===== src/rtl/kbd_wake_pkg.sv =====
package kbd_wake_pkg;
  localparam int unsigned REG_ADDR_W = 2;
  typedef logic [REG_ADDR_W-1:0] reg_addr_t;
  localparam reg_addr_t ADDR_POL   = 2'd0;
  localparam reg_addr_t ADDR_MASK  = 2'd1;
  localparam reg_addr_t ADDR_FLAG  = 2'd2;
  localparam reg_addr_t ADDR_SPARE = 2'd3;
endpackage


===== src/rtl/kbd_pin_sync.sv =====
module kbd_pin_sync #(
  parameter int unsigned WIDTH  = 8,
  parameter int unsigned STAGES = 2
) (
  input  logic             clk,
  input  logic             rst_n,
  input  logic [WIDTH-1:0] pin_i,
  output logic [WIDTH-1:0] sync_o,
  output logic             sync_vld_o
);
  localparam int unsigned CNT_W = $clog2(STAGES + 1);
  localparam logic [CNT_W-1:0] FULL = CNT_W'(STAGES);

  logic [WIDTH-1:0] stage_q [STAGES];
  logic [CNT_W-1:0] fill_q;

  // Chain of flops per line; the first stage takes the raw pin.
  for (genvar g = 0; g < STAGES; g++) begin : g_stage
    if (g == 0) begin : g_first
      always_ff @(posedge clk or negedge rst_n) begin
        if (!rst_n) stage_q[g] <= '0;
        else        stage_q[g] <= pin_i;
      end
    end else begin : g_next
      always_ff @(posedge clk or negedge rst_n) begin
        if (!rst_n) stage_q[g] <= '0;
        else        stage_q[g] <= stage_q[g-1];
      end
    end
  end

  // Counts edges since reset, so that reset values in the chain are
  // never taken for pin levels.
  always_ff @(posedge clk or negedge rst_n) begin
    if (!rst_n)              fill_q <= '0;
    else if (fill_q != FULL) fill_q <= fill_q + 1'b1;
  end

  assign sync_o     = stage_q[STAGES-1];
  assign sync_vld_o = (fill_q == FULL);

  assert_sync_ready_R3: assert property (@(posedge clk) disable iff (!rst_n)
    sync_vld_o |=> sync_vld_o);
endmodule


===== src/rtl/kbd_flag_regs.sv =====
module kbd_flag_regs
  import kbd_wake_pkg::*;
#(
  parameter int unsigned WIDTH = 8
) (
  input  logic             clk,
  input  logic             rst_n,
  input  reg_addr_t        addr_i,
  input  logic             wr_i,
  input  logic [WIDTH-1:0] wdata_i,
  output logic [WIDTH-1:0] rdata_o,
  input  logic [WIDTH-1:0] sync_i,
  input  logic             sync_vld_i,
  output logic [WIDTH-1:0] pol_o,
  output logic [WIDTH-1:0] mask_o,
  output logic [WIDTH-1:0] flag_o
);
  logic [WIDTH-1:0] pol_q, mask_q, flag_q;
  logic [WIDTH-1:0] hit, keep;
  logic wr_pol, wr_mask, wr_flag;

  assign wr_pol  = wr_i && (addr_i == ADDR_POL);
  assign wr_mask = wr_i && (addr_i == ADDR_MASK);
  assign wr_flag = wr_i && (addr_i == ADDR_FLAG);

  // A line is active when its synchronised level equals its polarity bit.
  assign hit  = sync_vld_i ? ~(sync_i ^ pol_q) : '0;
  assign keep = wr_flag ? (flag_q & wdata_i) : flag_q;

  always_ff @(posedge clk or negedge rst_n) begin
    if (!rst_n) begin
      pol_q  <= '0;
      mask_q <= '0;
      flag_q <= '0;
    end else begin
      if (wr_pol)  pol_q  <= wdata_i;
      if (wr_mask) mask_q <= wdata_i;
      flag_q <= keep | hit;
    end
  end

  always_comb begin
    unique case (addr_i)
      ADDR_POL:  rdata_o = pol_q;
      ADDR_MASK: rdata_o = mask_q;
      ADDR_FLAG: rdata_o = flag_q;
      default:   rdata_o = '0;
    endcase
  end

  assign pol_o  = pol_q;
  assign mask_o = mask_q;
  assign flag_o = flag_q;

  assert_reset_clear_R1: assert property (@(posedge clk)
    !rst_n |-> (pol_q == '0 && mask_q == '0 && flag_q == '0));
  assert_flag_sticky_R4: assert property (@(posedge clk) disable iff (!rst_n)
    !wr_flag |=> ((flag_q & $past(flag_q)) == $past(flag_q)));
  assert_flag_set_wins_R5: assert property (@(posedge clk) disable iff (!rst_n)
    (|hit) |=> ((flag_q & $past(hit)) == $past(hit)));
  assert_pol_hold_R9: assert property (@(posedge clk) disable iff (!rst_n)
    !wr_pol |=> $stable(pol_q));
endmodule


===== src/rtl/kbd_req_merge.sv =====
module kbd_req_merge #(
  parameter int unsigned WIDTH = 8
) (
  input  logic             clk,
  input  logic             rst_n,
  input  logic [WIDTH-1:0] pin_raw_i,
  input  logic [WIDTH-1:0] pol_i,
  input  logic [WIDTH-1:0] mask_i,
  input  logic [WIDTH-1:0] flag_i,
  input  logic             glob_en_i,
  output logic             irq_o,
  output logic             wake_o
);
  logic [WIDTH-1:0] raw_hit;

  // Clockless path: raw pin against polarity, gated by the per-line enable.
  assign raw_hit = ~(pin_raw_i ^ pol_i) & mask_i;
  assign wake_o  = |raw_hit;
  assign irq_o   = glob_en_i & (|(flag_i & mask_i));

  assert_irq_gate_R6: assert property (@(posedge clk) disable iff (!rst_n)
    irq_o |-> glob_en_i);
  assert_wake_masked_R8: assert property (@(posedge clk) disable iff (!rst_n)
    (mask_i == '0) |-> !wake_o);
endmodule


===== src/rtl/kbd_wake_ctrl.sv =====
module kbd_wake_ctrl
  import kbd_wake_pkg::*;
#(
  parameter int unsigned NUM_KEYS    = 8,
  parameter int unsigned SYNC_STAGES = 2
) (
  input  logic                  clk,
  input  logic                  rst_n,
  input  logic [REG_ADDR_W-1:0] reg_addr,
  input  logic                  reg_wr,
  input  logic [NUM_KEYS-1:0]   reg_wdata,
  output logic [NUM_KEYS-1:0]   reg_rdata,
  input  logic [NUM_KEYS-1:0]   kbd_pin,
  input  logic                  kbd_glob_en,
  output logic                  kbd_irq,
  output logic                  kbd_wake
);
  logic [NUM_KEYS-1:0] sync_lvl, pol, mask, flag;
  logic                sync_vld;

  kbd_pin_sync #(.WIDTH(NUM_KEYS), .STAGES(SYNC_STAGES)) u_sync (
    .clk(clk), .rst_n(rst_n), .pin_i(kbd_pin),
    .sync_o(sync_lvl), .sync_vld_o(sync_vld)
  );

  kbd_flag_regs #(.WIDTH(NUM_KEYS)) u_regs (
    .clk(clk), .rst_n(rst_n), .addr_i(reg_addr), .wr_i(reg_wr),
    .wdata_i(reg_wdata), .rdata_o(reg_rdata),
    .sync_i(sync_lvl), .sync_vld_i(sync_vld),
    .pol_o(pol), .mask_o(mask), .flag_o(flag)
  );

  kbd_req_merge #(.WIDTH(NUM_KEYS)) u_merge (
    .clk(clk), .rst_n(rst_n), .pin_raw_i(kbd_pin), .pol_i(pol),
    .mask_i(mask), .flag_i(flag), .glob_en_i(kbd_glob_en),
    .irq_o(kbd_irq), .wake_o(kbd_wake)
  );
endmodule


===== config.mk =====
export PLATFORM = sky130hd
export DESIGN_NAME = kbd_wake_ctrl
export DESIGN_NICKNAME = d
export VERILOG_FILES = /design/src/rtl/kbd_wake_pkg.sv /design/src/rtl/kbd_pin_sync.sv /design/src/rtl/kbd_flag_regs.sv /design/src/rtl/kbd_req_merge.sv /design/src/rtl/kbd_wake_ctrl.sv
export SDC_FILE = /design/constraint.sdc
export NUM_CORES = 1
export LEC_CHECK = 0
export BUFFER_PORTS_ARGS = -buffer_cell sky130_fd_sc_hd__buf_2
export CAP_MARGIN = 0
export CORE_MARGIN = 2
export CORE_UTILIZATION = 50
export CTS_CLUSTER_SIZE = 16
export DETAILED_ROUTE_END_ITERATION = 10
export MAX_ROUTING_LAYER = met4
export PLACE_DENSITY = 0.71
export SYNTH_ARGS = -nofsm -noshare
export SYNTH_HDL_FRONTEND = slang
export SYNTH_SLANG_ARGS = --single-unit

===== constraint.sdc =====
create_clock -name clk -period 2.5 [get_ports clk]
set_input_delay 0.125 -clock clk [delete_from_list [all_inputs] [get_ports clk]]
set_output_delay 0.125 -clock clk [all_outputs]
set_load 0.01 [all_outputs]

# ---- Word level (Yosys, flattened, before mapping)
# Cells that the tools add are included.
dict set report classes {
  add_sub_neg 1
  n_eq_ne 4
  n_mux 3
  bitwise_logic 9
  n_reduce_logical 6
}
# operator n
set op_table {}
lappend op_table {{bitwise AND 8 bit} 3}
lappend op_table {{case mux 8 bit (3 select lines)} 1}
lappend op_table {{2-to-1 mux 8 bit} 2}
lappend op_table {{NOT 8 bit} 2}
lappend op_table {{OR reduction 8 bit} 2}
lappend op_table {{XOR 8 bit} 2}
lappend op_table {{bitwise OR 8 bit} 1}
lappend op_table {{== test 2 bit, second input constant} 2}
lappend op_table {{logical AND 1 bit} 3}
lappend op_table {{adder 2 x 1 -> 2 bit, second input constant} 1}
lappend op_table {{== test 2 x 1 -> 1 bit, second input constant} 1}
lappend op_table {{logical NOT 2 bit} 1}
lappend op_table {{!= test 2 bit, second input constant} 1}
lappend op_table {{bitwise AND 1 bit} 1}
dict set report totals {
  register_bits 42
  word_cells 29
}

# ---- Depth between registers and ports, before layout
# Gate-level depths: netlist (run 1).
dict set report depth {
  word_depth 4
  depth_mapped 5
  depth_no_buf 4
}

# ---- Modules after synthesis
# A second synthesis (run 1) with hierarchy kept.
dict set report hier_totals {
  cells_unflattened 141
  hier_area_um2 1971.9
}
# mod n_inst cells_each area_per_inst_um2
set by_module_without_submodules {}
lappend by_module_without_submodules {kbd_flag_regs 1 90 1261.2}
lappend by_module_without_submodules {kbd_pin_sync 1 32 561.8}
lappend by_module_without_submodules {kbd_req_merge 1 19 148.9}

# ---- Worst setup path after synthesis (run 1)
# No wires, ideal clock.
dict set report synth_path {
  path_kind {register to register}
  startpoint {register u_sync.fill_q[0]}
  endpoint {register u_sync.fill_q[1]}
  setup_time_ns 0.133
  arrival_time_ns 0.936
  required_ns 2.367
  slack_ns 1.431
  stages_incl_launch_ff 5
  path_buffers 1
  synth_period_minus_slack_ns 1.069
  cell_sequence {dfrtp_1 > inv_1 > ha_1 > clkbuf_1 > o21ai_0}
}
dict set report synth_via {
  elab_chain_len 1
  elab_cells_between_ends 2
  classes_between {1 x add/sub; 1 x eq/ne}
}
# element line
set synth_lines {}
lappend synth_lines {{start, declared} kbd_pin_sync.sv:15} ;# logic [CNT_W-1:0] fill_q;
lappend synth_lines {{start signal, assigned} kbd_pin_sync.sv:36} ;# else if (fill_q != FULL) fill_q <= fill_q + 1'b1;
lappend synth_lines {{adder 2 x 1 -> 2 bit or != test 2 bit (tied branches)} kbd_pin_sync.sv:36}
# Several ways; a longest one is shown, not always the timed one.
# A chain may end at the register's enable or synchronous reset.

# ---- Worst setup path after layout (run 1)
dict set report layout_path {
  startpoint {register u_regs.pol_q[6], in the netlist u_regs.pol_o[6]}
  endpoint {output kbd_wake}
}
dict set report layout_via {
  elab_chain_len 4
}
# element line
set layout_lines {}
lappend layout_lines {{start, declared} kbd_flag_regs.sv:18} ;# logic [WIDTH-1:0] pol_q, mask_q, flag_q;
lappend layout_lines {{start signal, assigned} kbd_flag_regs.sv:36} ;# if (wr_pol) pol_q <= wdata_i;
lappend layout_lines {{XOR 8 bit} kbd_req_merge.sv:17} ;# assign raw_hit = ~(pin_raw_i ^ pol_i) & mask_i;
lappend layout_lines {{NOT 8 bit} kbd_req_merge.sv:17}
lappend layout_lines {{bitwise AND 8 bit} kbd_req_merge.sv:17}
lappend layout_lines {{OR reduction 8 bit} kbd_req_merge.sv:18} ;# assign wake_o = |raw_hit;
lappend layout_lines {{end, declared} kbd_wake_ctrl.sv:16} ;# output logic kbd_wake
# No other way between the ends.

==> results of run 1 <==
## kinds of logic after synthesis
family | share of synthesized area, %
mux | 14.4
xor+xnor | 8.24
fa+ha+maj | 0.692
flops | 58.2
compound gates | 8.52
simple gates | 8.45
buf+inv | 1.52
## cells in the final DEF (no fill, tap or decap)
master and n:
a22oi_1 8, a41oi_1 1, buf_2 31, clkbuf_1 1, clkbuf_4 5, clkbuf_8 1
clkinv_2 1, dfrtp_1 42, dlygate4sd3_1 9, ha_1 1, inv_1 2, mux2_2 16
mux2i_1 8, nand2_1 25, nand3b_1 1, nand3b_4 1, nand4_1 1, nor2b_1 1
nor3b_4 1, o21ai_0 17, xnor2_1 17
## worst register-to-register path, cell delays in order, from the launching register on
cell	delay [ns]
dfrtp_1	0.40
inv_1	0.07
ha_1	0.46
o21ai_0	0.16
## worst paths after layout
| path | start | to | depth (start not counted) |
|---|---|---|---|
| setup / recovery | u_regs.pol_o[6]$_DFFE_PN0P_ | kbd_wake | 4 |
| hold / removal | reg_wdata[2] | u_regs.flag_o[2]$_DFF_PN0_ | 3 |
| setup reg to reg | u_sync.fill_q[0]$_DFFE_PN0N_ | u_sync.fill_q[1]$_DFFE_PN0N_ | 3 |
| hold reg to reg | u_sync.stage_q[10]$_DFF_PN0_ | u_sync.sync_o[2]$_DFF_PN0_ | 0 |
| max in group asynchronous | rst_n | u_sync.sync_o[5]$_DFF_PN0_ | 2 |
| min in group asynchronous | rst_n | u_regs.flag_o[0]$_DFF_PN0_ | 2 |
## registers in the layout, indices dropped and copies added, names as in the netlist
signal / count
u_regs.flag_o: 8
u_regs.mask_o: 8
u_regs.pol_o: 8
u_sync.stage_q: 8
u_sync.sync_o: 8
u_sync.fill_q: 2
## what timing repair did
action                    4_1_cts  5_1_grt
hold buffers                    9        0
hold endpoints to repair       50        0
gates resized for setup         0        0
## report_power, final
group          leakage [nW]  internal [W]  switching (W)
registers             0.471      0.000750      0.0000783
clock network        0.0353      0.000136       0.000205
logic                 0.453      0.000161       0.000132
## layout make-up
cell class                 count  area [sq um]  area share, %
sequential                    42          1050           48.9
multi-input combinational     98           728           33.9
timing repair buffer          40           245           11.4
tap                           46          57.6           2.68
clock buffer                   7          55.1           2.56
inverter                       2          7.51          0.349
clock inverter                 1          5.00          0.233
## per-stage QoR
| stage | util, % | instances | hold slack, ns | instance area [sq um] | worst slack, ns |
|---|---|---|---|---|---|
| floorplan | - | 146 | -0.171 | 1810 | 1.43 |
| global placement | 58.5 | 219 | 0.259 | 2000 | 1.16 |
| detailed placement | 58.5 | 219 | 0.260 | 2000 | 1.13 |
| CTS | 62.9 | 236 | 0.00924 | 2150 | 0.866 |
| global route | 62.9 | 236 | 0.0296 | 2150 | 0.816 |
| finish | 62.9 | 236 | 0.0176 | 2150 | 0.868 |
## per-layer routing
layer  track usage (%)  up-vias
li1                  -      592
met1              25.8      609
met2              33.3       33
met3              4.40       14
met4              12.0        0
met5                 -        -
==> reports/qor.txt, run 1 <==
Status -> finished, final reports clean
P_leak -> 0.960 nW
Register area share after synthesis -> 58.2%
Final WL -> 3.73 mm
Overall Global Routing Usage -> 21.3%
First-pass GRT wire length -> 6.27 mm
DIE HEIGHT -> 64.1 microns
Area Growth Syn to Fin -> 19.0%
Slew Limit Fails -> 0
Max Fclk -> 0.613 GHz
Count leader, synth -> dfrtp_1
Max clock buf depth -> 2
Setup TNS -> 0 ns
Synth cell count leaders -> dfrtp_1, nand2_1, o21ai_0, xnor2_1, mux2_2
Grt ovf -> 0
CTS tree -> built
FF+latch count, synth -> 42
Mean post-synth cell area -> 12.4 sq um
Post-DP HPWL -> 2.60 mm
Synth top area share -> 58.2%
Slew Limit Headroom -> 40.1%
Largest cells by area after synthesis -> dfrtp_1, mux2_2, xnor2_1
Maximum vdd ir drop -> 0.380 mV
Reg2Reg Setup Slack -> 1.28 ns
Area leader, netlist -> dfrtp_1
Top Ports -> 32
Diode count -> 0
Worst Path Required -> 2.38 ns
Async SR Flop Fraction -> 100%
Initial antenna violation count -> 0
Via density -> 5.29
Netlist Area Pre-Place -> 1810 sq um
Routed length on met2 -> 1.83 mm
Clk sinks -> 42
Power, Total -> 0.00146 W
CP Capture Type -> primary output
Fillers -> 279
Vias in the first global route -> 1279
Die outline width -> 64.1 microns
Final min period -> 1.63 ns
Initial DRC count -> 28
Initial Utilization -> 52.9%
Cell Rows -> 21
CP max FO -> 4
Slowest CP cell -> dfrtp_1
Routed WL per cell -> 15.8 microns
Post-CTS setup buffers -> 0
Worst slew pin tran -> 0.898 ns
1st-pass router iterations -> 4
CP max stage delay -> 0.45 ns
Final nets -> 212
Hold WC Path Type -> in -> reg
Clock Latency Late Sink -> 0.36 ns
DR vias -> 1248
Arr. time, crit path -> 1.51 ns
Worst-path clk slew -> 0.12 ns
DIE AREA -> 4110 sq um
Routed wl met3 -> 158 microns
Core area -> 3420 sq um
Top Metal Used -> met4
Cell variety after synth -> 18
Drc violations -> 0
Syn Inst Count -> 146
Final hold violations -> 0
Ys flop type -> dfrtp_1
CP cell instances -> xnor2_1 > a22oi_1 > nand4_1 > buf_2
Crit path max-delay family -> flip-flops
Startpoint Class -> register
Critical path type -> reg -> out
CTS buffer count -> 5
Number of flops mapped to enable cells by yosys -> 0
RSZ-0062 raised after global routing -> false
PortBufs -> 31
Final worst path period share -> 65.3%
Post-Syn Nets -> 169
Worst clock skew -> 0.00836 ns
Max Cap Violations -> 0
CTS root buffer -> clkbuf_4
Final Wtd Congestion -> 0.866
Critical path buffers and inverters -> 1
Power per Cell Area -> 681 nW/um^2
Post-route ant nets -> 0
Met1 wire length -> 1.61 mm
# setup viols final -> 0
Proportion of layout cells with a drive suffix above 1 -> 29.5%
Largest net degree at the start of global routing -> 43
CTS H-Tree Depth -> 2
Synth warnings -> 0
Power figures use the tool's default switching activity.
==> run 2, diff against run 1 <==
--- a/config.mk
+++ b/config.mk
@@ -8,11 +8,11 @@
 export BUFFER_PORTS_ARGS = -buffer_cell sky130_fd_sc_hd__buf_2
 export CAP_MARGIN = 0
 export CORE_MARGIN = 2
-export CORE_UTILIZATION = 50
+export CORE_UTILIZATION = 49
 export CTS_CLUSTER_SIZE = 16
 export DETAILED_ROUTE_END_ITERATION = 10
 export MAX_ROUTING_LAYER = met4
-export PLACE_DENSITY = 0.71
+export PLACE_DENSITY = 0.72
 export SYNTH_ARGS = -nofsm -noshare
 export SYNTH_HDL_FRONTEND = slang
 export SYNTH_SLANG_ARGS = --single-unit
==> constraint.sdc (replaced) <==
create_clock -name clk -period 1.5 [get_ports clk]
set_input_delay 0.075 -clock clk [delete_from_list [all_inputs] [get_ports clk]]
set_output_delay 0.075 -clock clk [all_outputs]
set_load 0.01 [all_outputs]
==> run 2 against run 1 <==
Compared with the run above:
- clock skew fell by 0.0021 ns
- die area rose by 1.9%
- critical endpoint unchanged
- non-clock buffer count rose by 4
- largest cell class unchanged
==> reports/qor.txt, run 2 (synthesis gave the netlist of run 1 again) <==
Slew Limit Headroom -> 66.1%
Post-DP HPWL -> 2.64 mm
Die outline width -> 64.7 microns
Vias in the first global route -> 1252
Initial antenna violation count -> 0
Cell Rows -> 22
Clock Latency Late Sink -> 0.30 ns
Diode count -> 0
Switching share of power -> 28.3%
DIE HEIGHT -> 64.7 microns
First-pass GRT wire length -> 6.15 mm
CP Capture Type -> primary output
Final hold slack -> 0.0297 ns
Placed inst area -> 2020 sq um
Critical path type -> reg -> out
RSZ-0062 raised after global routing -> true
CP max FO -> 3
Power Internal -> 0.00185 W
Max Fclk -> 0.678 GHz
Grt ovf -> 0
CP max stage delay -> 0.42 ns
DR vias -> 1276
PortBufs -> 31
Status -> finished, final reports clean
CP cell instances -> xnor2_1 > a22oi_1 > nand4_1 > buf_2
Top Ports -> 32
Reg-to-Reg End -> u_sync.fill_q[1]$_DFFE_PN0N_
Final hold violations -> 0
Drc violations -> 0
Arr. time, crit path -> 1.40 ns
CTS H-Tree Depth -> 2
Final worst path period share -> 98.4%
Worst slew pin tran -> 0.508 ns
Overall Global Routing Usage -> 21.0%
Via density -> 5.29
Area Growth Syn to Fin -> 22.1%
Core area -> 3610 sq um
Hold Startpoint -> reg_wdata[6]
Slowest CP cell -> dfrtp_1
CTS buffer count -> 5
Power, Total -> 0.00257 W
Initial DRC count -> 109
Reg2Reg Setup Slack -> 0.31 ns
P_leak -> 0.988 nW
Worst Path Required -> 1.42 ns
Clk network pwr share -> 26.7%
Commonest non-fill, non-tap cell in the layout -> dfrtp_1
DIE AREA -> 4190 sq um
Maximum vdd ir drop -> 0.797 mV
1st-pass router iterations -> 4
Clk sinks -> 42
Critical path buffers and inverters -> 1
Initial Utilization -> 50.1%
R2R cell count -> 3
Combinational Power Share -> 19.7%
Slew Limit Fails -> 0
Crit path max-delay family -> flip-flops
Post-route ant nets -> 0
Hold depth -> 2
Hold WC Path Type -> in -> reg
Final nets -> 216
Worst clock skew -> 0.00628 ns
Final Wtd Congestion -> 0.880
Net Switching -> 0.000728 W
Hold Path Sink -> u_regs.mask_o[6]$_DFFE_PN0P_
Power per Cell Area -> 1170 nW/um^2
Design Area, Final -> 2210 sq um
Pre-CTS WS -> 0.224 ns
Setup TNS -> 0 ns
Most frequent cells in the layout -> dfrtp_1, buf_2, nand2_1
# setup viols final -> 0
Largest net degree at the start of global routing -> 25
Final WL -> 3.75 mm
Max clock buf depth -> 2
PnR worst setup slack -> 0.0245 ns
Seq pwr share -> 53.6%
Proportion of layout cells with a drive suffix above 1 -> 31.6%
Startpoint Class -> register
CTS tree -> built
Max Cap Violations -> 0
Worst-path clk slew -> 0.08 ns
FF-to-FF Start -> u_sync.fill_q[0]$_DFFE_PN0N_
CTS root buffer -> clkbuf_8
Final min period -> 1.48 ns
Routed WL per cell -> 15.5 microns
run 2: changes by cell type in the layout (fill, tap and decap cells not counted), sizes merged:
cell	delta
buf	+4
clkinv	+1
clkbuf	-2
run 2: area by class of cell:
cell class	instances	area, sq um
fillers	313	1400
flip-flops and latches	42	1050
multi-input cells	98	733
repair buffers	44	275
clock buffers	5	68.8
well taps	48	60.1
clock inverters	2	10.0
inverters	2	7.51
run 2: how the worst max path moves through the flow:
stage | start | end | slack [ns] | depth (start not counted)
6_report | u_regs.pol_o[6]$_DFFE_PN0P_ | kbd_wake | 0.02 | 4
5_1_grt | u_regs.pol_o[6]$_DFFE_PN0P_ | kbd_wake | -0.03 | 4
4_1_cts | u_regs.pol_o[4]$_DFFE_PN0P_ | kbd_wake | 0.001 | 4
3_5_place_dp | reg_addr[1] | u_regs.pol_o[3]$_DFFE_PN0P_ | 0.22 | 3
3_3_place_gp | reg_addr[1] | u_regs.pol_o[3]$_DFFE_PN0P_ | 0.25 | 3
2_1_floorplan | u_sync.fill_q[0]$_DFFE_PN0N_ | u_sync.fill_q[1]$_DFFE_PN0N_ | 0.43 | 4
run 2: worst register-to-register path, delay by kind of cell, from the launching register on:
kind / cells / cell delay (ns)
adder cells (fa/ha/maj): 1 / 0.47
flip-flops: 1 / 0.39
AO/OA/AOI/OAI: 1 / 0.14
buffers and inverters: 1 / 0.06
run 2: timing repair:
item	CTS	global route
gates cloned	0	0
pin swaps	1	1
hold buffers	9	0
gates resized for setup	0	1
buffers inserted	0	1
endpoints found under the hold margin	30	0
setup endpoints to repair	1	1
run 2: per-layer routing:
| metal | up-vias | GRT usage [%] | wire length, microns |
|---|---|---|---|
| met2 | 37 | 28.9 | 1750 |
| met4 | 0 | 11.4 | 137 |
| met1 | 626 | 27.6 | 1680 |
| met5 | - | - | 0 |
| li1 | 600 | - | - |
| met3 | 13 | 6.77 | 186 |
run 2: stage by stage:
stage | util (%) | cells
after global routing | 61.2 | 241
after detailed placement | 56.1 | 224
after floorplan | - | 146
final | 61.2 | 241
after CTS | 60.8 | 240
after global placement | 56.1 | 224
run 2: power by group through the flow:
stage          sequential, W  clock [W]  combinational, W
2_1_floorplan        0.00136          0          0.000326
3_3_place_gp         0.00139          0          0.000464
3_5_place_dp         0.00140          0          0.000479
4_1_cts              0.00138   0.000706          0.000498
5_1_grt              0.00140   0.000762          0.000561
6_report             0.00138   0.000687          0.000508
==> run 3, diff against run 2 <==
==> constraint.sdc (replaced) <==
create_clock -name clk -period 1.5 [get_ports clk]
set_input_delay 0.075 -clock clk [delete_from_list [all_inputs] [get_ports clk]]
set_output_delay 0.075 -clock clk [all_outputs]
set_load 0.1 [all_outputs]
==> run 3 against run 2 <==
Compared with the run above:
- the flow now finishes with violations (setup timing)
- critical path depth is the same
- final area is 14% higher
- combinational power rose by 110%
- critical path type unchanged
- sequential cell count is the same
- largest power group unchanged
- die area did not move
- clock-buffer cell count is 3 higher
- clock skew decreased by 0.0032 ns
- cell count increased by 4.1%
- critical endpoint unchanged
- hold slack improved by 0.0077 ns
- register-to-register slack better by 0.15 ns
- non-clock buffer count grew 9
==> reports/qor.txt, run 3 (synthesis gave the netlist of run 1 again) <==
Status -> finished, violations left
Failing checks -> setup timing
Slew Limit Fails -> 0
Initial antenna violation count -> 0
Max Cap Violations -> 0
Reg-to-Reg End -> u_regs.flag_o[2]$_DFF_PN0_
Post-route ant nets -> 0
Seq pwr share -> 41.5%
Die outline width -> 64.7 microns
Grt ovf -> 0
Via density -> 5.20
Worst Path Required -> 1.42 ns
1st-pass router iterations -> 4
Clock Latency Late Sink -> 0.30 ns
Routed WL per cell -> 16.4 microns
Power per Cell Area -> 1310 nW/um^2
Max clock buf depth -> 2
Pre-CTS WS -> 0.134 ns
Drc violations -> 0
Final WL -> 4.12 mm
Initial Utilization -> 50.1%
Diode count -> 0
First-pass GRT wire length -> 6.65 mm
Proportion of layout cells with a drive suffix above 1 -> 41.9%
Vias in the first global route -> 1389
Footprint of the multi-input gates -> 801 sq um
Clk sinks -> 42
Arr. time, crit path -> 1.44 ns
Critical Path Start -> u_regs.pol_o[2]$_DFFE_PN0P_
Largest net degree at the start of global routing -> 30
Reg2Reg Setup Slack -> 0.46 ns
Register area -> 1050 sq um
PnR worst setup slack -> -0.0126 ns
Net Switching -> 0.00110 W
Critical path type -> reg -> out
DIE AREA -> 4190 sq um
Final min period -> 1.51 ns
CTS buffer count -> 5
Power Internal -> 0.00219 W
Placed inst area -> 2230 sq um
DR vias -> 1306
Area Growth Syn to Fin -> 39.6%
Clk network pwr share -> 25.8%
Final worst path period share -> 101%
CTS root buffer -> clkbuf_8
Hold WC Path Type -> in -> reg
Cell Rows -> 22
Design Area, Final -> 2520 sq um
Maximum vdd ir drop -> 0.916 mV
Worst slew pin tran -> 0.651 ns
Slew Limit Headroom -> 56.6%
Top Ports -> 32
Most frequent cells in the layout -> dfrtp_1, nand2_1, buf_2
Post-DP HPWL -> 2.73 mm
CP Capture Type -> primary output
End of the critical path -> kbd_wake
FF-to-FF Start -> u_regs.pol_o[2]$_DFFE_PN0P_
Worst clock skew -> 0.00304 ns
Startpoint Class -> register
Hold Startpoint -> reg_wdata[5]
DIE HEIGHT -> 64.7 microns
Initial DRC count -> 52
Fillers -> 275
Power, Total -> 0.00329 W
Worst-path clk slew -> 0.08 ns
# setup viols final -> 1
Combinational Power Share -> 32.6%
Max Fclk -> 0.661 GHz
CTS H-Tree Depth -> 2
PortBufs -> 31
Core area -> 3610 sq um
Commonest non-fill, non-tap cell in the layout -> dfrtp_1
Final Wtd Congestion -> 0.803
CP max FO -> 2
R2R cell count -> 5
Switching share of power -> 33.4%
P_leak -> 1.12 nW
Overall Global Routing Usage -> 22.4%
RSZ-0062 raised after global routing -> true
Final nets -> 225
Final hold violations -> 0
CTS tree -> built
## run 3: worst min path at each step
stage	cells after the start	slack (ns)	to
finish	2	0.04	u_regs.mask_o[5]$_DFFE_PN0P_
global route	2	0.03	u_regs.mask_o[4]$_DFFE_PN0P_
CTS	3	0.04	u_regs.flag_o[4]$_DFF_PN0_
detailed placement	1	0.13	u_sync.fill_q[1]$_DFFE_PN0N_
global placement	1	0.12	u_sync.fill_q[0]$_DFFE_PN0N_
floorplan	0	-0.22	u_regs.flag_o[0]$_DFF_PN0_
## run 3: metal layers
layer	track usage, %	vias up	routed length (microns)
li1	-	617	-
met2	37.1	26	2030
met5	-	-	0
met1	26.2	657	1830
met3	6.77	6	181
met4	7.45	0	76
## run 3: critical path, stage by stage, from the launching register on
cell,delay [ns]
dfrtp_1,0.40
xnor2_1,0.14
a22oi_1,0.22
nand4_1,0.18
buf_12,0.20
## run 3: stage by stage
step / setup TNS [ns] / util (%) / cells / hold WS [ns]
after floorplan: -0.572 / - / 146 / -0.221
final: -0.0126 / 70.0 / 251 / 0.0374
after global routing: -0.0615 / 70.0 / 251 / 0.0339
after detailed placement: 0 / 61.9 / 227 / 0.130
after CTS: -0.0272 / 68.5 / 249 / 0.0358
after global placement: 0 / 61.9 / 227 / 0.120
## run 3: power groups by stage
stage	Combinational [W]	Sequential, W	Clock [W]
floorplan	0.000640	0.00136	0
global placement	0.000938	0.00138	0
detailed placement	0.000957	0.00139	0
CTS	0.00104	0.00135	0.000856
global route	0.00114	0.00138	0.000907
finish	0.00108	0.00137	0.000851
## run 3: area by class of cell
| class | instances | area share (%) |
|---|---|---|
| Clock buffer | 8 | 4.37 |
| Multi-Input combinational cell | 98 | 31.7 |
| Timing Repair Buffer | 53 | 19.5 |
| Tap cell | 48 | 2.38 |
| Sequential cell | 42 | 41.7 |
| Inverter | 2 | 0.298 |
## run 3: timing repair
item                       in CTS  in global routing
resized for setup               0                  7
pin swaps                       3                  7
cloned                          0                  0
setup endpoints to repair       1                  2
hold buffers                    9                  0
hold endpoints to repair       35                  0
buffers inserted                5                  2
